==> src/rtl/scrub_pkg.sv <==
package scrub_pkg;

    typedef enum logic [1:0] {
        ST_IDLE       = 2'd0,
        ST_REQ_READ   = 2'd1,
        ST_WAIT_DATA  = 2'd2,
        ST_WRITE_BACK = 2'd3
    } scrub_state_e;

endpackage

==> src/rtl/scrub_tick_latch.sv <==
module scrub_tick_latch (
    input  logic clk,
    input  logic rst_n,
    input  logic tick_i,
    input  logic ready_i,
    output logic go_o
);

    typedef struct packed {
        logic pending;
    } latch_regs_t;

    latch_regs_t r_q, r_d;

    always_comb begin
        r_d  = r_q;
        go_o = ready_i && (tick_i || r_q.pending);
        if (ready_i) begin
            // one request is consumed; a simultaneous second one stays held
            r_d.pending = r_q.pending && tick_i;
        end else begin
            // saturating: extra ticks while busy collapse into one
            r_d.pending = r_q.pending || tick_i;
        end
    end

    always_ff @(posedge clk) begin
        if (!rst_n) r_q <= '0;
        else        r_q <= r_d;
    end

    // a held tick is served as soon as the engine is idle again
    assert_pending_served_R5: assert property (@(posedge clk) disable iff (!rst_n)
        (ready_i && r_q.pending) |-> go_o);

endmodule

==> src/rtl/scrub_addr_gen.sv <==
module scrub_addr_gen #(
    parameter int ADDR_W    = 6,
    parameter int REGION_LO = 4,
    parameter int REGION_HI = 13,
    parameter int PASS_W    = 8
) (
    input  logic              clk,
    input  logic              rst_n,
    input  logic              advance_i,
    output logic [ADDR_W-1:0] ptr_o,
    output logic              pass_done_o,
    output logic [PASS_W-1:0] pass_count_o
);

    localparam logic [ADDR_W-1:0] LO_ADDR = ADDR_W'(REGION_LO);
    localparam logic [ADDR_W-1:0] HI_ADDR = ADDR_W'(REGION_HI);

    typedef struct packed {
        logic [ADDR_W-1:0] ptr;
        logic              done;
        logic [PASS_W-1:0] count;
    } addr_regs_t;

    addr_regs_t r_q, r_d;

    always_comb begin
        r_d      = r_q;
        r_d.done = 1'b0;
        if (advance_i) begin
            if (r_q.ptr == HI_ADDR) begin
                r_d.ptr   = LO_ADDR;
                r_d.done  = 1'b1;
                r_d.count = r_q.count + 1'b1;
            end else begin
                r_d.ptr = r_q.ptr + 1'b1;
            end
        end
    end

    always_ff @(posedge clk) begin
        if (!rst_n) begin
            r_q.ptr   <= LO_ADDR;
            r_q.done  <= 1'b0;
            r_q.count <= '0;
        end else begin
            r_q <= r_d;
        end
    end

    assign ptr_o        = r_q.ptr;
    assign pass_done_o  = r_q.done;
    assign pass_count_o = r_q.count;

    assert_ptr_in_window_R3: assert property (@(posedge clk) disable iff (!rst_n)
        (ptr_o >= LO_ADDR) && (ptr_o <= HI_ADDR));

    assert_wrap_to_base_R4: assert property (@(posedge clk) disable iff (!rst_n)
        pass_done_o |-> (ptr_o == LO_ADDR));

    assert_pulse_single_R4: assert property (@(posedge clk) disable iff (!rst_n)
        pass_done_o |=> !pass_done_o);

endmodule

==> src/rtl/scrub_ctrl.sv <==
module scrub_ctrl
    import scrub_pkg::*;
#(
    parameter int ADDR_W = 6,
    parameter int DATA_W = 8
) (
    input  logic              clk,
    input  logic              rst_n,
    input  logic              go_i,
    input  logic [ADDR_W-1:0] ptr_i,
    input  logic              gnt_i,
    input  logic [DATA_W-1:0] rdata_i,
    input  logic              rvalid_i,
    output logic              ready_o,
    output logic              req_o,
    output logic              rd_o,
    output logic              wr_o,
    output logic [ADDR_W-1:0] addr_o,
    output logic [DATA_W-1:0] wdata_o,
    output logic              advance_o
);

    typedef struct packed {
        scrub_state_e      state;
        logic [DATA_W-1:0] data;
    } ctrl_regs_t;

    ctrl_regs_t r_q, r_d;

    always_comb begin
        r_d       = r_q;
        ready_o   = 1'b0;
        req_o     = 1'b0;
        rd_o      = 1'b0;
        wr_o      = 1'b0;
        advance_o = 1'b0;
        case (r_q.state)
            ST_IDLE: begin
                ready_o = 1'b1;
                if (go_i) r_d.state = ST_REQ_READ;
            end
            ST_REQ_READ: begin
                req_o = 1'b1;
                if (gnt_i) begin
                    rd_o      = 1'b1;
                    r_d.state = ST_WAIT_DATA;
                end
            end
            ST_WAIT_DATA: begin
                req_o = 1'b1;
                if (rvalid_i) begin
                    r_d.data  = rdata_i;
                    r_d.state = ST_WRITE_BACK;
                end
            end
            ST_WRITE_BACK: begin
                req_o = 1'b1;
                if (gnt_i) begin
                    wr_o      = 1'b1;
                    advance_o = 1'b1;
                    r_d.state = ST_IDLE;
                end
            end
            default: r_d.state = ST_IDLE;
        endcase
    end

    always_ff @(posedge clk) begin
        if (!rst_n) begin
            r_q.state <= ST_IDLE;
            r_q.data  <= '0;
        end else begin
            r_q <= r_d;
        end
    end

    assign addr_o  = ptr_i;
    assign wdata_o = r_q.data;

    // once the read has been issued the request is not dropped before the write-back
    assert_req_held_R7: assert property (@(posedge clk) disable iff (!rst_n)
        (req_o && !wr_o) |=> req_o);

    // the pointer does not move between a read and its write-back
    assert_addr_stable_R2: assert property (@(posedge clk) disable iff (!rst_n)
        rd_o |=> $stable(addr_o));

endmodule

==> src/rtl/mem_scrub_engine.sv <==
module mem_scrub_engine #(
    parameter int ADDR_W    = 6,
    parameter int DATA_W    = 8,
    parameter int REGION_LO = 4,
    parameter int REGION_HI = 13,
    parameter int PASS_W    = 8
) (
    input  logic              clk,
    input  logic              rst_n,
    input  logic              scrub_tick_i,
    output logic              bus_req_o,
    input  logic              bus_gnt_i,
    output logic              mem_rd_o,
    output logic              mem_wr_o,
    output logic [ADDR_W-1:0] mem_addr_o,
    output logic [DATA_W-1:0] mem_wdata_o,
    input  logic [DATA_W-1:0] mem_rdata_i,
    input  logic              mem_rvalid_i,
    output logic              pass_done_o,
    output logic [PASS_W-1:0] pass_count_o
);

    logic              ready;
    logic              go;
    logic              advance;
    logic [ADDR_W-1:0] ptr;

    scrub_tick_latch u_latch (
        .clk     (clk),
        .rst_n   (rst_n),
        .tick_i  (scrub_tick_i),
        .ready_i (ready),
        .go_o    (go)
    );

    scrub_addr_gen #(
        .ADDR_W    (ADDR_W),
        .REGION_LO (REGION_LO),
        .REGION_HI (REGION_HI),
        .PASS_W    (PASS_W)
    ) u_addr (
        .clk          (clk),
        .rst_n        (rst_n),
        .advance_i    (advance),
        .ptr_o        (ptr),
        .pass_done_o  (pass_done_o),
        .pass_count_o (pass_count_o)
    );

    scrub_ctrl #(
        .ADDR_W (ADDR_W),
        .DATA_W (DATA_W)
    ) u_ctrl (
        .clk       (clk),
        .rst_n     (rst_n),
        .go_i      (go),
        .ptr_i     (ptr),
        .gnt_i     (bus_gnt_i),
        .rdata_i   (mem_rdata_i),
        .rvalid_i  (mem_rvalid_i),
        .ready_o   (ready),
        .req_o     (bus_req_o),
        .rd_o      (mem_rd_o),
        .wr_o      (mem_wr_o),
        .addr_o    (mem_addr_o),
        .wdata_o   (mem_wdata_o),
        .advance_o (advance)
    );

    // checker state: what the last read asked for and got back
    logic [ADDR_W-1:0] chk_rd_addr_q;
    logic [DATA_W-1:0] chk_rdata_q;

    always_ff @(posedge clk) begin
        if (!rst_n) begin
            chk_rd_addr_q <= '0;
            chk_rdata_q   <= '0;
        end else begin
            if (mem_rd_o)     chk_rd_addr_q <= mem_addr_o;
            if (mem_rvalid_i) chk_rdata_q   <= mem_rdata_i;
        end
    end

    assert_wb_same_addr_R2: assert property (@(posedge clk) disable iff (!rst_n)
        mem_wr_o |-> (mem_addr_o == chk_rd_addr_q));

    assert_wb_same_data_R8: assert property (@(posedge clk) disable iff (!rst_n)
        mem_wr_o |-> (mem_wdata_o == chk_rdata_q));

    assert_strobe_needs_grant_R6: assert property (@(posedge clk) disable iff (!rst_n)
        (mem_rd_o || mem_wr_o) |-> (bus_gnt_i && bus_req_o));

    assert_one_strobe_R2: assert property (@(posedge clk) disable iff (!rst_n)
        !(mem_rd_o && mem_wr_o));

endmodule

==> config.mk <==
export PLATFORM = sky130hd
export DESIGN_NAME = mem_scrub_engine
export DESIGN_NICKNAME = d
export VERILOG_FILES = /design/src/rtl/scrub_pkg.sv /design/src/rtl/scrub_tick_latch.sv /design/src/rtl/scrub_addr_gen.sv /design/src/rtl/scrub_ctrl.sv /design/src/rtl/mem_scrub_engine.sv
export SDC_FILE = /design/constraint.sdc
export NUM_CORES = 1
export LEC_CHECK = 0
export ABC_AREA = 1
export CELL_PAD_IN_SITES_DETAIL_PLACEMENT = 0
export CELL_PAD_IN_SITES_GLOBAL_PLACEMENT = 1
export CORE_ASPECT_RATIO = 1.2
export CORE_UTILIZATION = 25
export CTS_CLUSTER_DIAMETER = 200
export DETAILED_ROUTE_END_ITERATION = 6
export PLACE_DENSITY_LB_ADDON = 0.1
export SYNTH_ARGS = -nofsm -noshare
export SYNTH_HDL_FRONTEND = slang
export SYNTH_SLANG_ARGS = --single-unit
export TNS_END_PERCENT = 5
==> constraint.sdc <==
create_clock -name clk -period 2.21 [get_ports clk]
set_clock_uncertainty 0.1 [all_clocks]
set_input_delay 0.221 -clock clk [delete_from_list [all_inputs] [get_ports clk]]
set_output_delay 0.221 -clock clk [all_outputs]
set_load 0.02 [all_outputs]
### Word-level counts from Yosys, hierarchy flattened

Index checks and enable logic that the tools add are counted.

* register bits: 26
* output and inout bits: 26
* logic and storage cells: 38

* $add $sub $neg: 2
* eq/ne operators: 8
* multiplexer cells: 13
* reduce and logical (&&, ||, !) cells: 9

Operators with widths (count)
* 2-to-1 mux 10 bit: 1
* 2-to-1 mux 9 bit: 1
* adder 8 x 1 -> 8 bit, second input constant: 1
* inequality test 2 bit, second input constant: 4
* one-hot mux 2 bit (4 select lines): 1
* adder 6 x 1 -> 6 bit, second input constant: 1
* == test 6 x 4 -> 1 bit, second input constant: 1
* 2-to-1 mux 1 bit: 6
* 2-to-1 mux 2 bit: 3
* 2-to-1 mux 6 bit: 1
* AND reduction 2 bit: 3
* == test 2 bit, second input constant: 2
* AND reduction 4 bit: 1
* OR reduction 3 bit: 1
* == test 2 x 1 -> 1 bit, second input constant: 1
* logical AND 1 bit: 2
* logical NOT 2 bit: 1
* logical OR 1 bit: 1

### Depth between registers and ports, before layout

* word-level depth: 5
* mapped depth: 9

### Modules after synthesis

A second synthesis with hierarchy kept.

* cell total of the unflattened synthesis: 187
* area total of the unflattened synthesis: 1360.1 µm²

By module, submodules not included
* scrub_addr_gen: times used 1, cells an instance 97, area an instance 749.5 µm², sequential area each 300.3 µm²
* scrub_ctrl: times used 1, cells an instance 83, area an instance 565.5 µm², sequential area each 200.2 µm²
* scrub_tick_latch: times used 1, cells an instance 7, area an instance 45.0 µm², sequential area each 20.0 µm²

### Worst setup path after synthesis

Ideal clock, no wire load.

* path kind: flip-flop to flip-flop
* start: register u_addr.ptr_o[0] (netlist name)
* end: register u_addr.r_q (netlist bit u_addr.pass_count_o[0])
* library setup time: 0.115 ns
* arrival: 1.285 ns
* slack: 0.711 ns
* stages on the path, launching flop included: 8
* period minus slack after synthesis: 1.499 ns
* cells stage by stage: dfxtp_1 ha_1 nand3_1 nor2_4 nand2_4 nand2_4 nand2_2 o21a_1

* cells in the longest elaborated chain, start to end: 2

RTL lines
* == test 6 x 4 -> 1 bit: RTL line scrub_addr_gen.sv:30 `if (r_q.ptr == HI_ADDR) begin`
* AND reduction 2 bit (no source line)
* end signal: assignment: RTL line scrub_addr_gen.sv:46 `r_q <= r_d;`
* end: declaration: RTL line scrub_addr_gen.sv:24 `addr_regs_t r_q, r_d;`

Every way passes these cells.
A chain may end at the register's enable or synchronous reset.

### Worst setup path after layout

* start: register u_ctrl.r_q[9] (netlist bit)
* end: output port mem_wr_o

* cells in the longest elaborated chain, start to end: 2

RTL lines
* start: declaration: RTL line scrub_ctrl.sv:28 `ctrl_regs_t r_q, r_d;`
* start signal: assignment: RTL line scrub_ctrl.sv:73 `r_q <= r_d;`
* == test 2 bit: RTL line scrub_ctrl.sv:37 `case (r_q.state)`
* 2-to-1 mux 1 bit: RTL line scrub_ctrl.sv:37
* end: declaration: RTL line mem_scrub_engine.sv:14 `output logic mem_wr_o,`

Every way passes these cells.

==> metrics.txt <==
Reg2Reg Setup Slack 0.72 ns; Critical Path RT 1.89 ns; Most Crowded Layer GR met2; Data arrival, critical path 1.67 ns; Setup Slack @ Placement 0.206 ns; Initial Util 0.262; largest area contributor in the netlist dfxtp_1; Area Growth Syn to Fin 34.0%; outcome completed; Final Cell Area 1760 um2; Rel. slew slack 0.793; Pre-antenna DRT Iters 4; synth top area cells dfxtp_1 40%, nand2_1 10%, inv_1 7.1%; post-route ant nets 0; DIE WIDTH 68.2 um; Warnings, synthesis 0; row count 28; max_cap viols 0; total gr overflow 0; post_cts resized 0; Worst Setup End Kind output pin; Hold Crit Endpoint u_ctrl.wdata_o[0]; RSZ-0062 raised after global routing false; # IOs 39; largest net degree at the start of global routing 18; Final Critical Period 1.99 ns; final wirelength 2780 um; Final WS setup 0.220 ns; Fin Setup TNS 0 ns; vias in the first global route 1014; CTS buffer count 3; placed insts 266; worst hold path stage count 2; Final period util 0.901; Tightest Pin Transition 0.311 ns; PortBufs 38; CTS Hold Bufs 0; vias per cell 4.26; core area 5010 um2; routability congestion estimate from global placement 0.778; Tot GR Track Use 0.107; min-delay src u_ctrl.wdata_o[0]; die height 81.5 um; area of the mapped netlist 1320 um2; final max-slew violation count 0; FF-to-FF Start u_addr.ptr_o[0]; syn nets 193; sequential element share of the synthesized area 0.396; post-synth cell types 24; power density over the cells 673 nW/um2; average size of a mapped cell 7.43 um2; FF-to-FF End u_addr.ptr_o[5]; Leak Pwr 0.710 nW; # diodes 0; Nets 227; via count 1150; Final Hold Fails 0; f_max 0.502 GHz; Reg clk slew, reported paths 0.08 ns; worst setup path class reg -> out; met2 GRT Util 0.187; Yosys reg bits 26; met1 usage 0.119; cells after synthesis 177; root buffer cell clkbuf_8; layout cells sized above 1 0.0905; R2R depth 8; clk sinks 26; initial antenna violation count 0; met3 Use GR 0.0236; post-route insts no fill 270; postcts setup bufs 0; first-pass GRT wire length 4420 um; Hold Crit Class reg -> reg; clk buf depth 2; Power Total 0.00119 W; dpl cell area 1710 um2; setup violators final 0; # H-tree levels 1; DRC Markers 0; CTS tree done; peak supply drop 0.240 mV; Clock Latency Late Sink 0.27 ns; CP max FO 8; post-synth top area share 0.396; per-cell routed wire length 10.3 um; dpl hpwl 2160 um; DRC marker count from the first detailed-route iteration 22; crit start category register; Die ar. 5560 um2
power breakdown:
group	internal, W	total [W]	leakage, nW	switching, W
combinational	0.000143	0.000317	0.470	0.000173
sequential	0.000515	0.000559	0.211	0.0000444
clock	0.000159	0.000310	0.0288	0.000150
cell usage after synthesis:
master     n
a211oi_1   1
a21oi_1   11
buf_4      9
clkbuf_1   1
dfxtp_1   26
ha_1       3
inv_1     25
inv_2      1
inv_6      1
nand2_1   35
nand2_2    2
nand2_4    2
nand3_1   15
nand3_2    1
nand3_4    1
nand3b_1   2
nor2_1    18
nor2_2     2
nor2_4     4
o21a_1     1
o21ai_0   10
or2_0      1
xnor2_1    2
xor2_1     3
kinds of logic after synthesis:
logic type	count (synthesis)	share of synthesized area
flip-flops	26	0.396
AO/OA/AOI/OAI	23	0.0913
AND/OR/NAND/NOR	83	0.316
adder cells (fa/ha/maj)	3	0.0285
buffers and inverters	37	0.135
XOR/XNOR	5	0.0333
layout make-up:
class                           count  area (um2)
Fill cell                         543        3250
Multi-Input combinational cell    114         617
Sequential cell                    26         520
Timing Repair Buffer               39         388
Inverter                           27         106
Tap cell                           60        75.1
Clock buffer                        4        55.1
through the flow:
stage                     hold slack (ns)   util
after floorplan                     0.259      -
after detailed placement            0.334  0.341
final                               0.349  0.352
after global routing                0.375  0.352
after CTS                           0.354  0.352
after global placement              0.331  0.341
registers in the layout, indices dropped and copies added (netlist names):
name / count
u_addr.ptr_o: 6
u_ctrl.r_q: 2
u_latch.r_q: 1
u_addr.pass_count_o: 8
u_ctrl.wdata_o: 8
u_addr.pass_done_o: 1
worst max-delay path, cell delays in order (launching register included):
cell	delay [ns]
dfxtp_1	0.46
nand3_4	0.19
inv_6	0.14
clkdlybuf4s50_1	0.61
worst max path at each step:
stage	slack [ns]	cells after the start	to	start
global placement	0.23	4	mem_wr_o	bus_gnt_i
finish	0.22	3	mem_wr_o	u_ctrl.r_q[9]
detailed placement	0.21	4	mem_wr_o	bus_gnt_i
global route	0.13	3	mem_wr_o	u_ctrl.r_q[8]
floorplan	0.71	7	u_addr.pass_count_o[0]	u_addr.ptr_o[0]
CTS	0.19	3	mem_wr_o	u_ctrl.r_q[9]
per-layer routing:
| metal | vias up | wire length, um |
|---|---|---|
| met5 | - | 0 |
| met4 | 0 | 40 |
| met3 | 4 | 120 |
| met2 | 30 | 1390 |
| met1 | 508 | 1240 |
| li1 | 608 | - |
cell usage in the layout (no fill, tap or decap), drive strengths merged:
| cell type | synthesis | layout |
|---|---|---|
| xor2 | 3 | 3 |
| a21oi | 11 | 11 |
| ha | 3 | 3 |
| buf | 9 | 1 |
| xnor2 | 2 | 2 |
| dfxtp | 26 | 26 |
| nand3b | 2 | 2 |
| or2 | 1 | 1 |
| o21a | 1 | 1 |
| a211oi | 1 | 1 |
| o21ai | 10 | 10 |
| nand2 | 39 | 39 |
| nor2 | 24 | 24 |
| clkdlybuf4s50 | 0 | 38 |
| nand3 | 17 | 17 |
| inv | 27 | 27 |
| clkbuf | 1 | 4 |
(Power assumes the default switching activity.)
